[config.mk]
export PLATFORM = sky130hd
export DESIGN_NAME = xfer_seq
export DESIGN_NICKNAME = d
export VERILOG_FILES = /design/src/rtl/xfer_seq_pkg.sv /design/src/rtl/xfer_seq_cnt.sv /design/src/rtl/xfer_seq_stat.sv /design/src/rtl/xfer_seq.sv
export SDC_FILE = /design/constraint.sdc
export NUM_CORES = 1
export LEC_CHECK = 0
export BUFFER_PORTS_ARGS = -buffer_cell sky130_fd_sc_hd__buf_2
export CAP_MARGIN = 20
export CORE_AREA = 3 3 161 226
export DETAILED_ROUTE_END_ITERATION = 12
export DIE_AREA = 0 0 164 229
export SETUP_SLACK_MARGIN = 0.15
export SYNTH_ARGS = -nofsm -noshare
export SYNTH_HDL_FRONTEND = slang
export SYNTH_SLANG_ARGS = --single-unit
[constraint.sdc]
create_clock -name clk -period 5.9 [get_ports clk]
set_input_delay 1.18 -clock clk [delete_from_list [all_inputs] [get_ports clk]]
set_output_delay 1.18 -clock clk [all_outputs]
set_load 0.02 [all_outputs]
[src/rtl/xfer_seq_pkg.sv]
package xfer_seq_pkg;
   // status bit positions decoded by host software
   localparam int ST_TIMEOUT = 0;
   localparam int ST_DROP    = 1;
   localparam int ST_HALF    = 2;
   localparam int ST_FEND    = 3;
   localparam int ST_LFRAME  = 4;
   localparam int ST_BEND    = 5;
   localparam int ST_SYNC    = 6;
   localparam int ST_PEND    = 7;
   localparam int ST_TERR    = 8;
   localparam int ST_MISAL   = 11;
   localparam int ST_MIN_W   = 12;
endpackage

[src/rtl/xfer_seq_cnt.sv]
module xfer_seq_cnt #(
   parameter int W = 8
) (
   input  logic         clk,
   input  logic         rst_n,
   input  logic         clr,
   input  logic         inc,
   input  logic [W-1:0] lim,
   output logic [W-1:0] cnt,
   output logic [W-1:0] nxt,
   output logic         wrap
);
   assign nxt  = cnt + W'(1);
   assign wrap = (nxt == lim);

   always_ff @(posedge clk or negedge rst_n) begin
      if (!rst_n)   cnt <= '0;
      else if (clr) cnt <= '0;
      else if (inc) cnt <= wrap ? '0 : nxt;
   end
endmodule

[src/rtl/xfer_seq_stat.sv]
module xfer_seq_stat
   import xfer_seq_pkg::*;
#(
   parameter int SW = 16
) (
   input  logic          clk,
   input  logic          rst_n,
   input  logic          clr,
   input  logic [SW-1:0] ev,
   input  logic [SW-1:0] mask,
   input  logic          sync_live,
   output logic [SW-1:0] word
);
   logic [SW-1:0] sticky_q;

   always_ff @(posedge clk or negedge rst_n) begin
      if (!rst_n) sticky_q <= '0;
      else        sticky_q <= (sticky_q & ~{SW{clr}}) | (ev & mask);
   end

   always_comb begin
      word          = sticky_q;
      word[ST_SYNC] = sync_live & mask[ST_SYNC];
   end
endmodule

[src/rtl/xfer_seq.sv]
module xfer_seq
   import xfer_seq_pkg::*;
#(
   parameter int EW = 8,
   parameter int FW = 8,
   parameter int AW = 32,
   parameter int DW = 32,
   parameter int LW = 4,
   parameter int SW = 16,
   parameter bit FILL_EN = 1'b1
) (
   input  logic          clk,
   input  logic          rst_n,
   input  logic          start,
   input  logic          resume,
   input  logic          req,
   input  logic          stat_clr,
   input  logic [EW-1:0] cfg_elems,
   input  logic [FW-1:0] cfg_frames,
   input  logic [EW-1:0] cfg_pkt,
   input  logic          cfg_sync,
   input  logic          cfg_fs,
   input  logic          cfg_bs,
   input  logic          cfg_src_sync,
   input  logic          cfg_chain_mode,
   input  logic          cfg_autoinit,
   input  logic          cfg_repeat,
   input  logic          cfg_endprog,
   input  logic          cfg_link_en,
   input  logic [LW-1:0] cfg_link_ch,
   input  logic          cfg_const_fill,
   input  logic          cfg_transp,
   input  logic [DW-1:0] cfg_color,
   input  logic [AW-1:0] cfg_dst_base,
   input  logic [AW-1:0] cfg_estep,
   input  logic [AW-1:0] cfg_fstep,
   input  logic [SW-1:0] irq_mask,
   input  logic [DW-1:0] rd_data,
   output logic          xfer_stb,
   output logic          wr_en,
   output logic [DW-1:0] wr_data,
   output logic [AW-1:0] dst_addr,
   output logic [15:0]   cpc,
   output logic [SW-1:0] status,
   output logic          ch_enabled,
   output logic          ch_active,
   output logic          link_stb,
   output logic [LW-1:0] link_ch
);
   localparam int CPC_W = 16;

   if (SW < ST_MIN_W) begin : g_sw_bad
      $error("xfer_seq: SW too small for status layout");
   end
   if (AW < CPC_W) begin : g_aw_bad
      $error("xfer_seq: AW narrower than position field");
   end

   logic          en_q, act_q, pend_q, park_q;
   logic [AW-1:0] addr_q;
   logic [CPC_W-1:0] cpc_q;
   logic          lnk_q;
   logic [LW-1:0] lnk_ch_q;

   logic [EW-1:0] e_cnt, e_nxt, p_cnt, p_nxt;
   logic [FW-1:0] f_cnt, f_nxt;
   logic          e_wrap, f_wrap, p_wrap;

   logic xfer, blk_end, pkt_end, pause, req_hit, pend_eff, drop;
   logic start_ok, resume_ok, kill, reload_blk, park, load;
   logic [AW-1:0] addr_nxt;
   logic [SW-1:0] ev;

   assign xfer      = act_q;
   assign start_ok  = start & ~en_q & (cfg_elems != '0) & (cfg_frames != '0);
   assign resume_ok = resume & park_q & en_q;
   assign blk_end   = xfer & e_wrap & f_wrap;
   assign pkt_end   = xfer & cfg_fs & cfg_bs & p_wrap;
   assign pause     = cfg_sync & xfer &
                      ((~cfg_fs & ~cfg_bs) | (cfg_fs & ~cfg_bs & e_wrap) | pkt_end);
   assign req_hit   = req & en_q;
   assign pend_eff  = pend_q | (req_hit & act_q);
   assign drop      = req_hit & act_q & pend_q;

   assign kill       = blk_end & (cfg_chain_mode | ~cfg_autoinit);
   assign reload_blk = blk_end & ~cfg_chain_mode & cfg_autoinit & (cfg_repeat | cfg_endprog);
   assign park       = blk_end & ~cfg_chain_mode & cfg_autoinit & ~cfg_repeat & ~cfg_endprog;
   assign load       = start_ok | resume_ok | reload_blk;

   xfer_seq_cnt #(.W(EW)) elem_cnt_i (
      .clk(clk), .rst_n(rst_n), .clr(load), .inc(xfer), .lim(cfg_elems),
      .cnt(e_cnt), .nxt(e_nxt), .wrap(e_wrap));
   xfer_seq_cnt #(.W(FW)) frame_cnt_i (
      .clk(clk), .rst_n(rst_n), .clr(load), .inc(xfer & e_wrap), .lim(cfg_frames),
      .cnt(f_cnt), .nxt(f_nxt), .wrap(f_wrap));
   xfer_seq_cnt #(.W(EW)) pkt_cnt_i (
      .clk(clk), .rst_n(rst_n), .clr(load), .inc(xfer & cfg_fs & cfg_bs), .lim(cfg_pkt),
      .cnt(p_cnt), .nxt(p_nxt), .wrap(p_wrap));

   // channel control state
   always_ff @(posedge clk or negedge rst_n) begin
      if (!rst_n) begin
         en_q   <= 1'b0;
         act_q  <= 1'b0;
         pend_q <= 1'b0;
         park_q <= 1'b0;
      end else if (start_ok) begin
         en_q   <= 1'b1;
         act_q  <= ~cfg_sync | req;
         pend_q <= 1'b0;
         park_q <= 1'b0;
      end else if (kill) begin
         en_q   <= 1'b0;
         act_q  <= 1'b0;
         pend_q <= 1'b0;
         park_q <= 1'b0;
      end else if (park) begin
         act_q  <= 1'b0;
         pend_q <= pend_eff;
         park_q <= 1'b1;
      end else if (pause) begin
         act_q  <= pend_eff;
         pend_q <= 1'b0;
      end else if (resume_ok) begin
         act_q  <= ~cfg_sync | pend_q | req;
         pend_q <= 1'b0;
         park_q <= 1'b0;
      end else if (req_hit & ~act_q & ~park_q) begin
         act_q  <= 1'b1;
      end else if (req_hit) begin
         pend_q <= 1'b1;
      end
   end

   // destination address and position
   assign addr_nxt = addr_q + cfg_estep + (e_wrap ? cfg_fstep : '0);

   always_ff @(posedge clk or negedge rst_n) begin
      if (!rst_n) begin
         addr_q <= '0;
         cpc_q  <= '0;
      end else begin
         if (load)      addr_q <= cfg_dst_base;
         else if (xfer) addr_q <= addr_nxt;
         if (xfer & e_wrap & ~cfg_sync) cpc_q <= addr_nxt[CPC_W-1:0];
      end
   end

   // hand-over pulse to the linked channel
   always_ff @(posedge clk or negedge rst_n) begin
      if (!rst_n) begin
         lnk_q    <= 1'b0;
         lnk_ch_q <= '0;
      end else begin
         lnk_q <= blk_end & cfg_chain_mode & cfg_link_en;
         if (blk_end) lnk_ch_q <= cfg_link_ch;
      end
   end

   // status events
   always_comb begin
      ev            = '0;
      ev[ST_DROP]   = drop;
      ev[ST_HALF]   = xfer & (e_nxt == (cfg_elems >> 1));
      ev[ST_FEND]   = xfer & e_wrap;
      ev[ST_LFRAME] = xfer & (e_nxt == EW'(1)) & f_wrap;
      ev[ST_BEND]   = blk_end;
      ev[ST_PEND]   = pkt_end & ~cfg_src_sync;
   end

   xfer_seq_stat #(.SW(SW)) stat_i (
      .clk(clk), .rst_n(rst_n), .clr(stat_clr), .ev(ev), .mask(irq_mask),
      .sync_live(act_q & cfg_sync), .word(status));

   // data path variant
   if (FILL_EN) begin : g_fill
      logic [DW-1:0] src;
      assign src     = cfg_const_fill ? cfg_color : rd_data;
      assign wr_data = src;
      assign wr_en   = xfer & ~(cfg_transp & (src == cfg_color));
   end else begin : g_plain
      assign wr_data = rd_data;
      assign wr_en   = xfer;
   end

   assign xfer_stb   = xfer;
   assign dst_addr   = addr_q;
   assign cpc        = cpc_q;
   assign ch_enabled = en_q;
   assign ch_active  = act_q;
   assign link_stb   = lnk_q;
   assign link_ch    = lnk_ch_q;
endmodule

Word-level counts from Yosys, hierarchy flattened
Index checks and enable logic that the tools add are counted.
{ "op_classes": {"n_reduce_logical": 11, "mux": 33, "n_bitwise": 62, "magnitude_cmp": 0, "eq_ne": 8, "shifts": 0, "div_mod_pow": 0, "n_addsub": 5, "mul": 0} }
{ "op_table": {"columns": ["operator", "n"], "rows": [
  ["32-bit two-way mux", 4],
  ["8-bit two-way mux", 9],
  ["32-bit adder", 2],
  ["1-bit bitwise AND", 36],
  ["32-bit equality test", 1],
  ["8-bit by 1-bit adder with 8-bit output, second input constant", 3],
  ["8-bit equality test", 3],
  ["1-bit two-way mux", 20],
  ["16-bit bitwise AND", 1],
  ["8-bit by 16-bit bitwise AND with 16-bit output", 1],
  ["16-bit inverter", 1],
  ["16-bit bitwise OR", 1],
  ["8-bit nonzero test", 2],
  ["1-bit inverter", 12],
  ["6-bit nonzero test", 2],
  ["1-bit bitwise OR", 10],
  ["8-bit by 1-bit equality test with 1-bit output, second input constant", 1],
  ["8-bit by 7-bit equality test with 1-bit output", 1],
  ["2-bit nonzero test", 4],
  ["6-bit != test, second input constant", 1],
  ["4-bit by 1-bit != test with 1-bit output, second input constant", 1],
  ["2-bit AND reduction", 2],
  ["4-bit nonzero test", 1]
]} }
{ "totals": {"latchBits": 0, "output_inout_bits": 105, "inputBits": 221, "register_bits": 97, "mem_count": 0, "mem_bits_ro": 0, "mem_bits_rw": 0, "elab_cells": 131} }

Logic depth before layout (Yosys ltp)
{ "depth": {"word_depth": 11, "mapped_depth": 23} }

Modules after synthesis
From an unflattened synthesis, not the netlist that was laid out.
{ "unflattened": {"cells_unflattened": 1002, "area_unflattened_um2": 8906.0} }
{ "modules_own_cells": {"columns": ["module", "area_each_um2", "instances", "seq_area_each_um2", "cells_per_inst"], "rows": [
  ["xfer_seq", 6107.1, 1, 1426.4, 682],
  ["xfer_seq_cnt", 726.9, 3, 200.2, 86],
  ["xfer_seq_stat", 618.1, 1, 375.4, 62]
]} }

Worst setup path after synthesis
No wires, ideal clock.
{ "synth_path": {"path_kind": "in2reg", "start": "input cfg_elems[5]", "end": "register addr_q[25] (netlist: dst_addr[25])", "slack_ns": 0.790, "path_buffers": 3, "setup_time_ns": 0.122, "t_arrival_ns": 4.988, "required_time_ns": 5.778, "path_stages": 19, "cell_sequence": "nand3b_1 a32oi_1 o2111ai_1 nor4bb_1 buf_2 clkbuf_1 and3_1 fa_1 ha_1 fa_1 a21oi_1 o211ai_1 a32oi_1 and3_1 clkbuf_1 a211oi_1 o31ai_1 mux2i_1 nand2_1"} }
{ "synth_via": {"elab_chain_len": 8} }
{ "synth_rtl": {"columns": ["item", "line", "text"], "rows": [
  ["start: declaration", "xfer_seq.sv:18", "input logic [EW-1:0] cfg_elems,"],
  ["branches (longest 8 deep; another with 32-bit adder)", null, null],
  ["end signal: assignment", "xfer_seq.sv:143", "if (load) addr_q <= cfg_dst_base;"],
  ["end signal: assignment", "xfer_seq.sv:144", "else if (xfer) addr_q <= addr_nxt;"],
  ["end: declaration", "xfer_seq.sv:60", "logic [AW-1:0] addr_q;"]
]} }
Several ways; the timed one is not identified. The select of a mux whose other input is x is not followed.
A chain may end at the register's enable or synchronous reset.

Worst setup path after layout
{ "layout_path": {"start": "input cfg_elems[5]", "end": "register addr_q[19] (netlist: dst_addr[19])"} }
Same word-level chain as after synthesis.

==> results <==
- In this run the remaining antenna-violating nets after routing total 0.
- Buffers added to address setup during post-CTS repair amount to 0.
- The clock tree synthesis step divided the H-tree into 3 levels.
- The last weighted congestion value of the routability-driven placer is 0.974.
- The final net count is 1548.
- For this design, the CTS-stage hold fixing added 0 buffers.
- The number of maximum-capacitance constraint violations is 0.
- The area overhead of the layout relative to synthesis is 27.0%.
- The post-synthesis sequential element count is 96.
- The antenna diode instance count is 0.
- The setup skew after layout is 0.0143 ns.
- The buffer type at the clock tree root is clkbuf_16.
- The synthesized netlist contains 81 unique library cells.
- The number of antenna violations at the first check in global routing came to 7.
- The core region is 34800 sq um.
- The maximum number of pins on one net before global-route repair is 59.
- The ratio of routed vias to standard cells is 5.03.
- The type of origin of the critical path is a primary input.
- The highest fanout seen on the critical path is 22.
- The clock transition time at the flip-flop clock pins of the worst setup and hold paths is 0.09 ns.
- The final-report max-slew violation count is 0.
- The overall via count from detail_route is 8665.
- Setup violations remaining at the end of the flow were counted as 0.
- The worst slack at placement is 0.194 ns.
- The maximum single-stage delay on the critical path is 0.41 ns.
- Setup repair after global routing left no endpoint under its margin.
- For the pin with the worst max-slew slack, the measured transition is 1.07 ns.
- Traced cell by cell, the critical path runs through buf_2, nand3b_1, a32oi_1, o2111ai_1, nor4bb_4, buf_12, and3_1, fa_1, ha_1, fa_1, a21oi_1, o211ai_1, a32oi_1, and3_1, a211oi_1, or3_1, a31oi_1, o21ai_0.
- The post-synthesis cell area is 8580 sq um.
- Data on the critical path arrives at its endpoint at 5.52 ns.
- The final-layout fill cell count is 3756.
- 326 I/O pins were placed.
- The die extent in x is 164 um.
- Detailed placement finished with a half-perimeter wire length of 27500 um.
- The Yosys warning count is 0.
- Of the synthesized area, sequential elements account for 0.280.
- The vertical extent of the die is 229 um.
- The die covers 37600 sq um.
- The worst pin sits at a relative slew slack of 0.284.
- In the synthesized netlist the dominant register cell turns out to be dfrtp_1.
- On the final layout, the worst hold slack is 0.482 ns.
- The total grt overflow is 0.
- The share of flip-flops with an asynchronous set or reset after synthesis is 1.00.
- The path class of the tightest hold or removal check is reg -> reg.
- The number of buffers added by the clock tree synthesis step is 9.
- In this run, the number of DRC markers left after iteration 0 of detailed routing was 410.
- At the worst endpoint, the required time is 6.14 ns.
- The final core utilization is 0.314.
- The gate count after technology mapping is 971.
- The final routed DRC violation total is 0.
- Yosys mapped a number of flops with a built-in enable equal to 0.
- For this design the static power due to leakage is 0.00546 uW.
- The run finished with clean final reports.
- The detailed-routing iteration count for the pre-antenna-repair pass is 4.
- The clock sink total is 96.
- For the worst-skew pair, the clock arrives at the later sink with an insertion delay of 0.38 ns.
- The overall track demand over capacity in global routing is 0.178.
- A synthesized cell averages 8.84 sq um.
- TritonCTS built the clock tree.
- The number of failing hold endpoints at the final stage is 0.
- The count of buffers from port buffering is 316.
- The power density normalized to cell area is 415 nW/um^2.
- The final wirelength is 34300 um.
- Dividing the final minimum period by the clock period gives 0.895.
- Dividing the detail-routed wire length by the instance count gives 19.9 um.
- In the final timing run, aggregate negative setup slack is 0 ns.
- The count of standard-cell rows is 81.
- The slowest stage of the critical path is the fa_1 cell.
- The highest attainable clock frequency is 189 MHz.
- Post-CTS repair changed the size of 0 cells.
- The maximum count of clock buffers along a single path is 2.
- The initial utilization of the core area, before any placement, comes to 0.247.
- The post-route minimum period is 5.28 ns.
- The first global-routing pass estimated 51000 um of wire.
- In the final layout, the share of cells above drive strength 1 is 0.325.
- The via count of the first global-routing pass is 8817.
- The critical setup path kind is in -> reg.
- IR analysis of the VDD net gives a maximum drop of 0.000179 V.
- Synthesis produced a netlist with a net count of 1258.
- Across all setup checks in the final design, the least slack found is 0.622 ns.
- STA classifies the critical path endpoint as a register.
-- cell families after synthesis --
logic type                 after synthesis  share of synthesized area
adders and majority gates               66                      0.124
muxes                                   69                     0.0872
buffers and inverters                  105                     0.0538
xor gates and xnor gates                58                     0.0684
AOI/OAI and AO/OA                      257                      0.188
DFF                                     96                      0.280
and+or+nand+nor                        320                      0.199
-- routing by layer --
layer | track usage | part of all wire
met5 | 0 | 0.0020
met4 | 0.0645 | 0.031
met3 | 0.0394 | 0.068
met2 | 0.338 | 0.54
met1 | 0.190 | 0.36
-- worst max-delay path: cells and delay by family --
family / cells / cell delay, ns
AOI/OAI and AO/OA: 8 / 1.56
and+or+nand+nor: 5 / 1.36
adders and majority gates: 3 / 1.07
buffers and inverters: 2 / 0.32
-- path summary, 6_finish.rpt --
path / start / slack, ns / endpoint / cells past startpoint
max reg2reg: elem_cnt_i.cnt[0]$_DFFE_PN0P_ / 0.63 / dst_addr[19]$_DFFE_PN0P_ / 19
min: cpc[0]$_DFFE_PN0P_ / 0.48 / cpc[0]$_DFFE_PN0P_ / 2
min reg2reg: cpc[0]$_DFFE_PN0P_ / 0.48 / cpc[0]$_DFFE_PN0P_ / 2
min in group asynchronous: rst_n / 0.85 / stat_i.sticky_q[2]$_DFF_PN0_ / 1
max: cfg_elems[5] / 0.62 / dst_addr[19]$_DFFE_PN0P_ / 18
max in group asynchronous: rst_n / 3.87 / dst_addr[14]$_DFFE_PN0P_ / 2
-- cells in the final DEF (no fill, tap or decap), drive strengths merged, types with 6 or more instances in the layout --
cell	instances
o21ai	72
ha	34
mux2i	23
inv	60
nand2	83
a22o	7
a21o	9
nor2b	19
nor3	17
a21oi	61
buf	328
nor3b	7
mux2	46
o21bai	6
xor2	25
dfrtp	96
xnor2	30
nand3	34
nor2	44
o22ai	15
nand3b	6
clkbuf	10
or3	12
nand4	6
and2	12
a211oi	13
nor4	13
fa	32
a31oi	24
and3	47
-- state kept, by name (all words and copies together) (netlist names) --
register	count
dst_addr	32
cpc	16
stat_i.sticky_q	15
elem_cnt_i.cnt	8
frame_cnt_i.cnt	8
pkt_cnt_i.cnt	8
link_ch	4
ch_active	1
ch_enabled	1
link_stb	1
park_q	1
pend_q	1
-- metrics by stage --
step	total power [uW]	instance area, sq um	cells
after floorplan	3040	8580	971
after global placement	3890	10600	1706
after detailed placement	3930	10600	1706
after CTS	4590	10900	1722
after global routing	4930	10900	1722
final	4530	10900	1722
-- layout make-up --
cell class	count	area, sq um	share of cell area
clock buffers	10	239	0.0219
clock inverters	6	57.6	0.00528
inverters	56	210	0.0193
multi-input cells	770	5730	0.526
flip-flops and latches	96	2400	0.220
well taps	456	571	0.0523
repair buffers	328	1690	0.155
-- power breakdown --
part	leakage [uW]	internal, uW	switching, uW
clock network	0.000141	309	321
logic	0.00407	1170	1610
registers	0.00124	874	241
-- cells in the mapped netlist (11+ instances only) --
cell type	instances	area share
nor3_1	17	0.0099
nor2b_1	19	0.014
xor2_1	24	0.024
o22ai_1	15	0.011
nand2_1	83	0.036
or3_1	11	0.0080
a31oi_1	24	0.017
nor4_1	13	0.0095
ha_1	34	0.050
mux2_2	46	0.060
nor2_1	44	0.019
o21ai_0	71	0.041
dfrtp_1	96	0.28
fa_1	32	0.075
and3_1	44	0.032
a21oi_1	61	0.036
mux2i_1	23	0.027
xnor2_1	29	0.030
clkbuf_1	29	0.013
inv_1	56	0.024
nand3_1	32	0.019
a211oi_1	13	0.011
No activity file was read; power rests on OpenSTA's default activity.
